<file path="src/rtl/usb_core_rstctl.sv">
module usb_core_rstctl #(
  parameter int NUM_TXF      = 16,
  parameter int FNUM_W       = 5,
  parameter int FLUSH_CYCLES = 8,
  parameter int RST_MIN      = 4,
  parameter int HRST_CYCLES  = 4,
  parameter int IMASK_W      = 32,
  parameter int FRAME_W      = 11
)(
  input  logic               clk,
  input  logic               rst_n,
  input  logic               wr_en,
  input  logic [31:0]        wr_data,
  output logic [31:0]        rd_data,
  input  logic               mst_idle_i,
  input  logic               dma_req_i,
  input  logic               rst_done_i,
  input  logic               imask_wr,
  input  logic [IMASK_W-1:0] imask_wdata,
  output logic [IMASK_W-1:0] imask_o,
  input  logic               sof_i,
  output logic [FRAME_W-1:0] frame_no,
  output logic               core_srst_o,
  output logic               hrst_o,
  output logic               rxf_flush_o,
  output logic [NUM_TXF-1:0] txf_flush_o
);
  localparam int FCW = $clog2(FLUSH_CYCLES + 1);
  localparam int SCW = $clog2(RST_MIN + 1);
  localparam int HCW = $clog2(HRST_CYCLES + 1);

  logic               s_pend, h_pend, f_pend, rx_pend, tx_pend;
  logic [SCW-1:0]     s_cnt;
  logic [HCW-1:0]     h_cnt;
  logic [FCW-1:0]     rx_cnt, tx_cnt;
  logic [FNUM_W-1:0]  fnum;
  logic [FRAME_W-1:0] fcnt;
  logic [NUM_TXF-1:0] tx_sel;

  wire req_s  = wr_en & wr_data[0];
  wire req_h  = wr_en & wr_data[1];
  wire req_f  = wr_en & wr_data[2];
  wire req_rx = wr_en & wr_data[4];
  wire req_tx = wr_en & wr_data[5];
  wire kill   = s_pend | req_s;
  wire unused_bits = ^{wr_data[31:11], wr_data[3]};

  always_ff @(posedge clk or negedge rst_n)
    if (!rst_n) begin
      s_pend <= 1'b0;
      s_cnt  <= '0;
    end else if (!s_pend) begin
      if (req_s) begin
        s_pend <= 1'b1;
        s_cnt  <= SCW'(RST_MIN - 1);
      end
    end else if (s_cnt != '0)
      s_cnt <= s_cnt - 1'b1;
    else if (rst_done_i)
      s_pend <= 1'b0;

  always_ff @(posedge clk or negedge rst_n)
    if (!rst_n) begin
      h_pend <= 1'b0;
      h_cnt  <= '0;
    end else if (!h_pend) begin
      if (req_h) begin
        h_pend <= 1'b1;
        h_cnt  <= HCW'(HRST_CYCLES - 1);
      end
    end else if (h_cnt != '0)
      h_cnt <= h_cnt - 1'b1;
    else
      h_pend <= 1'b0;

  always_ff @(posedge clk or negedge rst_n)
    if (!rst_n) begin
      rx_pend <= 1'b0;
      rx_cnt  <= '0;
    end else if (kill)
      rx_pend <= 1'b0;
    else if (!rx_pend) begin
      if (req_rx) begin
        rx_pend <= 1'b1;
        rx_cnt  <= FCW'(FLUSH_CYCLES - 1);
      end
    end else if (rx_cnt != '0)
      rx_cnt <= rx_cnt - 1'b1;
    else
      rx_pend <= 1'b0;

  always_ff @(posedge clk or negedge rst_n)
    if (!rst_n) begin
      tx_pend <= 1'b0;
      tx_cnt  <= '0;
      fnum    <= '0;
    end else begin
      if (wr_en && !tx_pend) fnum <= wr_data[6 +: FNUM_W];
      if (kill)
        tx_pend <= 1'b0;
      else if (!tx_pend) begin
        if (req_tx) begin
          tx_pend <= 1'b1;
          tx_cnt  <= FCW'(FLUSH_CYCLES - 1);
        end
      end else if (tx_cnt != '0)
        tx_cnt <= tx_cnt - 1'b1;
      else
        tx_pend <= 1'b0;
    end

  always_ff @(posedge clk or negedge rst_n)
    if (!rst_n) begin
      f_pend   <= 1'b0;
      fcnt     <= '0;
      frame_no <= '0;
    end else begin
      f_pend <= req_f;
      if (sof_i) begin
        frame_no <= f_pend ? '0 : fcnt;
        fcnt     <= (f_pend ? '0 : fcnt) + FRAME_W'(1);
      end else if (f_pend)
        fcnt <= '0;
    end

  always_ff @(posedge clk or negedge rst_n)
    if (!rst_n)       imask_o <= '0;
    else if (kill)    imask_o <= '0;
    else if (imask_wr) imask_o <= imask_wdata;

  assign tx_sel = (fnum == FNUM_W'(NUM_TXF)) ? '1 : (NUM_TXF'(1) << fnum);

  assign core_srst_o = s_pend;
  assign hrst_o      = h_pend;
  assign rxf_flush_o = s_pend | rx_pend;
  assign txf_flush_o = s_pend ? '1 : (tx_pend ? tx_sel : '0);

  always_comb begin
    rd_data              = '0;
    rd_data[0]           = s_pend;
    rd_data[1]           = h_pend;
    rd_data[2]           = f_pend;
    rd_data[4]           = rx_pend;
    rd_data[5]           = tx_pend;
    rd_data[6 +: FNUM_W] = fnum;
    rd_data[30]          = dma_req_i;
    rd_data[31]          = mst_idle_i;
  end
endmodule

</file>
<file path="config.mk">
export PLATFORM = sky130hd
export DESIGN_NAME = usb_core_rstctl
export DESIGN_NICKNAME = d
export VERILOG_FILES = /design/src/rtl/usb_core_rstctl.sv
export SDC_FILE = /design/constraint.sdc
export NUM_CORES = 1
export LEC_CHECK = 0
export BUFFER_PORTS_ARGS = -buffer_cell sky130_fd_sc_hd__buf_2
export CORE_MARGIN = 3
export CORE_UTILIZATION = 50
export CTS_BUF_LIST = sky130_fd_sc_hd__clkbuf_8
export DETAILED_ROUTE_END_ITERATION = 12
export HOLD_SLACK_MARGIN = 0.12
export PLACE_DENSITY = 0.83
export RECOVER_POWER = 25
export SYNTH_ARGS = -nofsm -noshare
export SYNTH_HDL_FRONTEND = slang
export SYNTH_SLANG_ARGS = --single-unit
</file>
<file path="constraint.sdc">
create_clock -name clk -period 2.2 [get_ports clk]
set_input_delay 0.33 -clock clk [delete_from_list [all_inputs] [get_ports clk]]
set_output_delay 0.33 -clock clk [all_outputs]
set_load 0.01 [all_outputs]
</file>
After elaboration in Yosys (flattened, before gate mapping)
Cells that the tools add are included.
Cells by class
  add/subtract/negate cells: 5
  eq/ne operators: 5
  shifts and indexed selects: 1
  muxes and demuxes: 34
  bitwise gates (word level): 8
  reductions and logical operators: 15
Operators with widths (number)
  $mux 32: 2
  $mux 16: 3
  $mux 4: 6
  $mux 11: 2
  $mux 3: 6
  $shl 1x5->16 const A: 1
  $mux 1: 15
  $add 11x1->11 const B: 1
  $reduce_bool 2->1: 5
  $ne 2x1->1 const B: 4
  $reduce_bool 4->1: 2
  $sub 4x1->4 const B: 2
  $reduce_and 3->1: 2
  $reduce_bool 3->1: 2
  $sub 3x1->3 const B: 2
  $and 1x1->1: 5
  $eq 5x5->1 const B: 1
  $reduce_and 2->1: 2
  $or 1x1->1: 2
  $logic_and 1x1->1: 1
  $logic_not 1->1: 1
  $not 1->1: 1
Storage, ports and cells
  register bits after elaboration: 78
  input port bits: 72
  output and inout bits: 94
  word-level logic and storage cells: 81

Longest topological paths before layout
Gate-level depths: netlist of the first run.
  depth after elaboration: 4
  mapped depth: 7
  gate-level depth less buffers: 7

Worst setup path before layout of the first run
Ideal clock, no wire load.
  path type: reg-to-output
  start point: reg fnum[1]
  end point: out txf_flush_o[10]
  arrival time: 1366 ps
  data required time: 1870 ps
  setup slack: 504 ps
  stages on the path, launching flop included: 6
  buffers on the path: 2
  cells stage by stage: dfrtp_1 buf_2 o41ai_2 nand2_1 buf_6 o21bai_1
On the way
  cells in the longest elaborated chain, start to end: 4
  elaborated cells on any way between the ends: 5
  those cells by class: eq/ne (1); shift (1); mux (3)
Ends and longest elaborated chain
  start: declaration: RTL line 36  | logic [FNUM_W-1:0] fnum;
  start signal: assignment: RTL line 98  | if (wr_en && !tx_pend) fnum <= wr_data[6 +: FNUM_W];
  $eq 5x5->1 / $shl 1x5->16 (equally long branches): RTL line 131  | assign tx_sel = (fnum == FNUM_W'(NUM_TXF)) ? '1 : (NUM_TXF'(1) << fnum);
  $mux 16 (*): RTL line 131
  $mux 16 (*) (2 in a row): RTL line 136  | assign txf_flush_o = s_pend ? '1 : (tx_pend ? tx_sel : '0);
  end: declaration: RTL line 26  | output logic [NUM_TXF-1:0] txf_flush_o
Every way passes the cells marked *; elsewhere a longest branch is shown, timed or not.

Final worst setup path of the first run
  start point: reg fnum[2]
  end point: out txf_flush_o[7]
Same word-level chain as after synthesis.

==> flow_summary_export.csv, run 1 <==
group,metric,value,unit
run_status,outcome,"finished with violations",
run_status,violations,"max-capacitance violations, max-slew violations",
worst_setup_path,cp-end-kind,"output pin",
yosys,synth_top_family_by_area,"multiplexers",
global_routing,grt_overflow,0,
place,placed_cell_area,4530,um^2
yosys,synth-async-reset-ratio,1.00,
drt,vias,3021,
worst_setup_path,path_max_fanout,13,
yosys,synth_seq_area_share,0.488,
worst_setup_path,startpoint_type,"flip-flop",
place,dp_slack,0.326,ns
power_and_ir_drop,power.total,4720,uW
yosys,synth_ff_type,"dfrtp_1",
power_and_ir_drop,power_switching,1620,uW
sta,drv_slew,79,
drt,wire_per_inst,13.5,um
place,dpl.hpwl,5790,um
yosys,ys_warn_count,0,
cts,cts.sinks,78,
sta,skew,0.0132,ns
yosys,synthXorXnorAreaFrac,0.0153,
drt,antenna_left,0,
yosys,synth_top_cell_by_area,"dfrtp_1",
yosys,netlist_instances,380,
sta,final_hold_viol_count,0,
floorplan,initial_core_util,0.534,
power_and_ir_drop,seq_power_share,0.422,
worst_setup_path,crit_arrival,1.79,ns
worst_setup_path,critPathKind,"reg -> out",
power_and_ir_drop,p_int,3100,uW
drt,dr.pass1.iters,4,
layout,fin_nets,568,
power_and_ir_drop,clkPwrFrac,0.242,
yosys,synth_compound_area_frac,0.113,
floorplan,coreArea,7490,um^2
yosys,yosys-top-cells-area,"dfrtp_1, mux2i_1, buf_4, nor2_1, mux2_2",
yosys,synth_area_per_cell,10.5,um^2
drt,routed_wirelength,7980,um
yosys,synth_fa_ha_area_frac,0.0219,
layout,area_growth,19.8,%
layout,layout_common_cells,"buf_2, dfrtp_1, nor2_1",
floorplan,ios,166,
cts,h-tree-depth,3,
cts,root_buffer,"clkbuf_8",
run,cap_violations,1,
power_and_ir_drop,p_per_area,985,nW/um^2
global_routing,grt_max_degree,79,
layout,drive_above_1_share,0.333,
global_routing,grt_pass1_vias,2885,
power_and_ir_drop,max-vdd-ir-drop,0.669,mV
floorplan,rows,31,
cts,cts_buffers,9,
drt,route.detailed.drc,0,
sta,whs,0.177,ns
power_and_ir_drop,p_leak,0.00253,uW
cts,clk_pin_slew,0.08,ns
cts,cts_tree,"done",
yosys,synth_seq_cells,78,
place,gp_congestion,0.834,
hold_path,hold_path_class,"in -> reg",
power_and_ir_drop,combinationalPowerShare,0.336,
yosys,synth_area,4000,um^2
sta,fmax,0.471,GHz
drt,drt_iter0_drc,77,
cts,cts.path.max_buffers,2,
sta,slew_headroom,-0.245,
yosys,synth.area.mux_share,0.131,
drt,via_per_inst,5.10,
sta,min_period_over_period,0.965,
global_routing,grt_use_total,0.178,
global_routing,grt_pass1_wl,12800,um
layout,antenna_cells,0,
floorplan,die_w,95.4,um
power_and_ir_drop,p_sw_frac,0.343,
worst_setup_path,worstPathRequired,1.87,ns
floorplan,fp.dieH,95.4,um
floorplan,die_area,9110,um^2
layout,fill_cells,633,
layout,layout_commonest_cell,"buf_2",
layout,fin_area,4790,um^2
sta,report.final.setup_viol,0,
sta,period_needed,2.12,ns
place,portBuffers,119,
sta,setup_ws,0.0777,ns
yosys,yosysUniqueCellTypes,52,
yosys,yosysTopAreaCellShare,0.488,
yosys,yosys.area_share.simple,0.130,
global_routing,antenna_found_initial,0,
yosys,synth_edf_count,0,
cts,worstSkewPairLatency,0.34,ns
sta,tightest_slew,1.87,ns
-- critical path, stage by stage (launching register included) --
cell and delay (ns):
dfrtp_2 0.51, o41ai_4 0.42, nand2_2 0.17, o21bai_1 0.20, buf_2 0.16
-- cells by family after synthesis --
| family | Yosys count |
|---|---|
| simple gates | 101 |
| flops | 78 |
| buf+inv | 71 |
| compound gates | 64 |
| mux | 51 |
| fa+ha+maj | 7 |
| xor+xnor | 7 |
| other cells | 1 |
-- layer usage --
layer | wire length [um] | vias to the layer above | GRT usage
met1 | 3290 | 1436 | 0.210
met4 | 63 | 0 | 0.0509
met3 | 576 | 6 | 0.0466
li1 | - | 1473 | -
met5 | 0 | - | 0
met2 | 4040 | 106 | 0.320
-- cells in the mapped netlist (all sizes together) (8+ instances only) --
| library cell | n |
|---|---|
| a31oi | 9 |
| o21bai | 13 |
| dfrtp | 78 |
| mux2 | 11 |
| nor2 | 41 |
| o21ai | 8 |
| mux2i | 40 |
| a21oi | 11 |
| inv | 22 |
| buf | 43 |
| nand2 | 13 |
| nor2b | 12 |
-- registers in the layout, indices dropped and copies added, names as in the netlist --
signal	flops
core_srst_o	1
f_pend	1
fcnt	11
fnum	5
frame_no	11
h_cnt	3
hrst_o	1
imask_o	32
rx_cnt	4
rx_pend	1
s_cnt	3
tx_cnt	4
tx_pend	1
-- power groups by stage --
| stage | Combinational, uW | Clock [uW] | Sequential, uW |
|---|---|---|---|
| floorplan | 1130 | 0 | 1960 |
| global placement | 1500 | 0 | 2000 |
| detailed placement | 1560 | 0 | 2020 |
| CTS | 1570 | 1180 | 1990 |
| global route | 1780 | 1250 | 2040 |
| finish | 1590 | 1140 | 1990 |
-- worst paths after layout --
| check | to | slack (ns) | depth (start not counted) | startpoint |
|---|---|---|---|---|
| max reg2reg | fcnt[10] | 0.48 | 5 | f_pend |
| max in group asynchronous | fnum[2] | 0.52 | 1 | rst_n |
| max | txf_flush_o[7] | 0.08 | 4 | fnum[2] |
| min | core_srst_o | 0.18 | 2 | rst_done_i |
| min in group asynchronous | fnum[1] | 0.48 | 1 | rst_n |
| min reg2reg | fcnt[8] | 0.49 | 1 | fcnt[8] |
-- stage by stage --
| step | TNS, ns | instances | utilization |
|---|---|---|---|
| 2_1_floorplan | 0 | 399 | - |
| 3_3_place_gp | 0 | 573 | 0.605 |
| 3_5_place_dp | 0 | 573 | 0.605 |
| 4_1_cts | 0 | 588 | 0.634 |
| 5_1_grt | -0.0653 | 592 | 0.640 |
| 6_report | 0 | 592 | 0.640 |
-- final cells by class --
cell class / count / area [um^2] / area share
inverters: 22 / 82.6 / 0.0172
multi-input cells: 251 / 1750 / 0.365
repair buffers: 127 / 667 / 0.139
well taps: 99 / 124 / 0.0258
clock inverters: 5 / 76.3 / 0.0159
flip-flops and latches: 78 / 1960 / 0.408
clock buffers: 10 / 138 / 0.0287
-- what timing repair did --
| action | 4_1_cts | 5_1_grt |
|---|---|---|
| pin swaps | 0 | 1 |
| resized for setup | 1 | 7 |
| endpoints found under the setup margin | 12 | 14 |
| hold buffers | 0 | 0 |
| buffers inserted | 0 | 3 |
| gates cloned | 0 | 1 |
(Power assumes the default switching activity.)
==> inputs of run 2 (changes only) <==
--- a/config.mk
+++ b/config.mk
@@ -11,6 +11,7 @@
 export CTS_BUF_LIST = sky130_fd_sc_hd__clkbuf_8
 export DETAILED_ROUTE_END_ITERATION = 12
 export HOLD_SLACK_MARGIN = 0.12
+export MAX_ROUTING_LAYER = met4
 export PLACE_DENSITY = 0.83
 export RECOVER_POWER = 25
 export SYNTH_ARGS = -nofsm -noshare
==> run 2 against run 1 <==
Net effect: the run still ends with max-capacitance violations, max-slew violations left; clock skew shrank 0.0011 ns; die area stayed put; power barely moved; critical path type unchanged; highest routed layer unchanged.
==> flow_summary_export.csv, run 2 (same netlist as run 1, synthesis figures left out) <==
group,metric,value,unit
hold_path,min_path_cells,2,
cts,clk_pin_slew,0.08,ns
run,cap_violations,1,
place,dpl.cell_count,573,
worst_setup_path,worst_path_max_delay_cell,"dfrtp_2",
worst_setup_path,critPathBufInv,1,
layout,area_growth,19.8,%
global_routing,grt_max_degree,79,
sta,slew_headroom,-0.244,
cts,cts.sinks,78,
drt,route.detailed.drc,0,
layout,layout_commonest_cell,"buf_2",
sta,fin_tns_setup,0,ns
floorplan,die_w,95.4,um
worst_setup_path,crit_arrival,1.80,ns
layout,drive_above_1_share,0.333,
sta,drv_slew,79,
layout,top_register,"imask_o",
sta,period_needed,2.13,ns
layout,antenna_cells,0,
place,gp_congestion,0.847,
power_and_ir_drop,p_leak,0.00253,uW
worst_setup_path,path_cells,"o41ai_4, nand2_2, o21bai_1, buf_2",
worst_setup_path,cp-end-kind,"output pin",
layout,fin_area,4790,um^2
power_and_ir_drop,max-vdd-ir-drop,0.668,mV
sta,report.final.setup_viol,0,
place,portBuffers,119,
worst_setup_path,r2r_end,"fcnt[10]",
worst_setup_path,timing.rr.start,"f_pend",
global_routing,antenna_found_initial,0,
layout,fin_nets,568,
layout,fill_cells,633,
floorplan,rows,31,
sta,min_period_over_period,0.969,
drt,via_per_inst,5.08,
cts,cts.path.max_buffers,2,
sta,final_hold_viol_count,0,
run_status,violations,"max-capacitance violations, max-slew violations",
layout,layout_common_cells,"buf_2, dfrtp_1, nor2_1",
cts,cts_tree,"done",
global_routing,grt_pass1_vias,2881,
drt,drt_iter0_drc,79,
layout,layoutNonFillerInstCount,592,
cts,h-tree-depth,3,
sta,whs,0.177,ns
hold_path,hold_end,"core_srst_o",
run_status,outcome,"finished with violations",
layout,largestRegisters,"imask_o: 32 flops, fcnt: 11 flops, frame_no: 11 flops",
global_routing,grt_overflow,0,
hold_path,hold_path_class,"in -> reg",
cts,cts_buffers,9,
worst_setup_path,startpoint_type,"flip-flop",
sta,tightest_slew,1.87,ns
drt,routed_wirelength,7960,um
place,placed_cell_area,4530,um^2
floorplan,ios,166,
worst_setup_path,reg2regPathDepth,5,
power_and_ir_drop,p_per_area,985,nW/um^2
worst_setup_path,cp_slowest_stage_delay,0.51,ns
worst_setup_path,path_max_fanout,13,
worst_setup_path,crit_family,"compound AO/OA/AOI/OAI gates",
cts,worstSkewPairLatency,0.34,ns
power_and_ir_drop,power.total,4720,uW
global_routing,grt_pass1_wl,12800,um
worst_setup_path,critPathKind,"reg -> out",
worst_setup_path,cp.depth,4,
sta,skew,0.0120,ns
floorplan,fp.dieH,95.4,um
floorplan,coreArea,7490,um^2
worst_setup_path,worstPathRequired,1.87,ns
cts,holdBufCountCts,0,
worst_setup_path,worst-r2r-setup-slack,0.48,ns
sta,fmax,0.469,GHz
hold_path,min-delay-start,"rst_done_i",
drt,wire_per_inst,13.4,um
cts,root_buffer,"clkbuf_8",
layout,largest_register_ffs,32,
drt,dr.pass1.iters,4,
drt,vias,3010,
floorplan,initial_core_util,0.534,
global_routing,grt_use_total,0.183,
drt,antenna_left,0,
floorplan,die_area,9110,um^2
place,dpl.hpwl,5790,um
## run 2: stage by stage
stage          worst slack, ns  utilization
2_1_floorplan            0.504            -
3_3_place_gp             0.444        0.605
3_5_place_dp             0.326        0.605
4_1_cts                 0.0158        0.634
5_1_grt                -0.0297        0.640
6_report                0.0685        0.640
## run 2: layout make-up
cell class                      count  area, um^2  share of cell area
Sequential cell                    78        1960               0.408
Multi-Input combinational cell    251        1750               0.365
Timing Repair Buffer              127         667               0.139
Clock buffer                       10         138              0.0287
Tap cell                           99         124              0.0258
Inverter                           22        82.6              0.0172
Clock inverter                      5        76.3              0.0159
## run 2: timing repair
item	CTS	global route
cloned	0	1
resized for setup	1	7
setup endpoints to repair	12	14
pin swaps	0	1
buffers inserted	0	3
## run 2: power breakdown
part / switching, uW / internal [uW] / total [uW]
Clock: 483 / 658 / 1140
Sequential: 285 / 1710 / 1990
Combinational: 852 / 735 / 1590
## run 2: metal layers
layer	up-vias	share of wire	track usage
met4	0	0.0079	0.0509
met5	-	0	-
met2	111	0.50	0.320
met3	8	0.072	0.0442
li1	1475	-	-
met1	1416	0.42	0.211
## run 2: worst max-delay path by stage
| stage | startpoint | end | slack, ns |
|---|---|---|---|
| 6_report | fnum[2] | txf_flush_o[7] | 0.07 |
| 5_1_grt | fnum[2] | txf_flush_o[5] | -0.03 |
| 3_3_place_gp | fnum[1] | txf_flush_o[11] | 0.44 |
| 2_1_floorplan | fnum[1] | txf_flush_o[10] | 0.50 |
| 3_5_place_dp | fnum[1] | txf_flush_o[7] | 0.33 |
| 4_1_cts | fnum[1] | txf_flush_o[7] | 0.02 |
## run 2: worst reg2reg max path, delay by kind of cell, from the launching register on
kind	cells	cell delay, ns
mux	1	0.35
flops	1	0.41
simple gates	3	0.64
fa+ha+maj	1	0.21
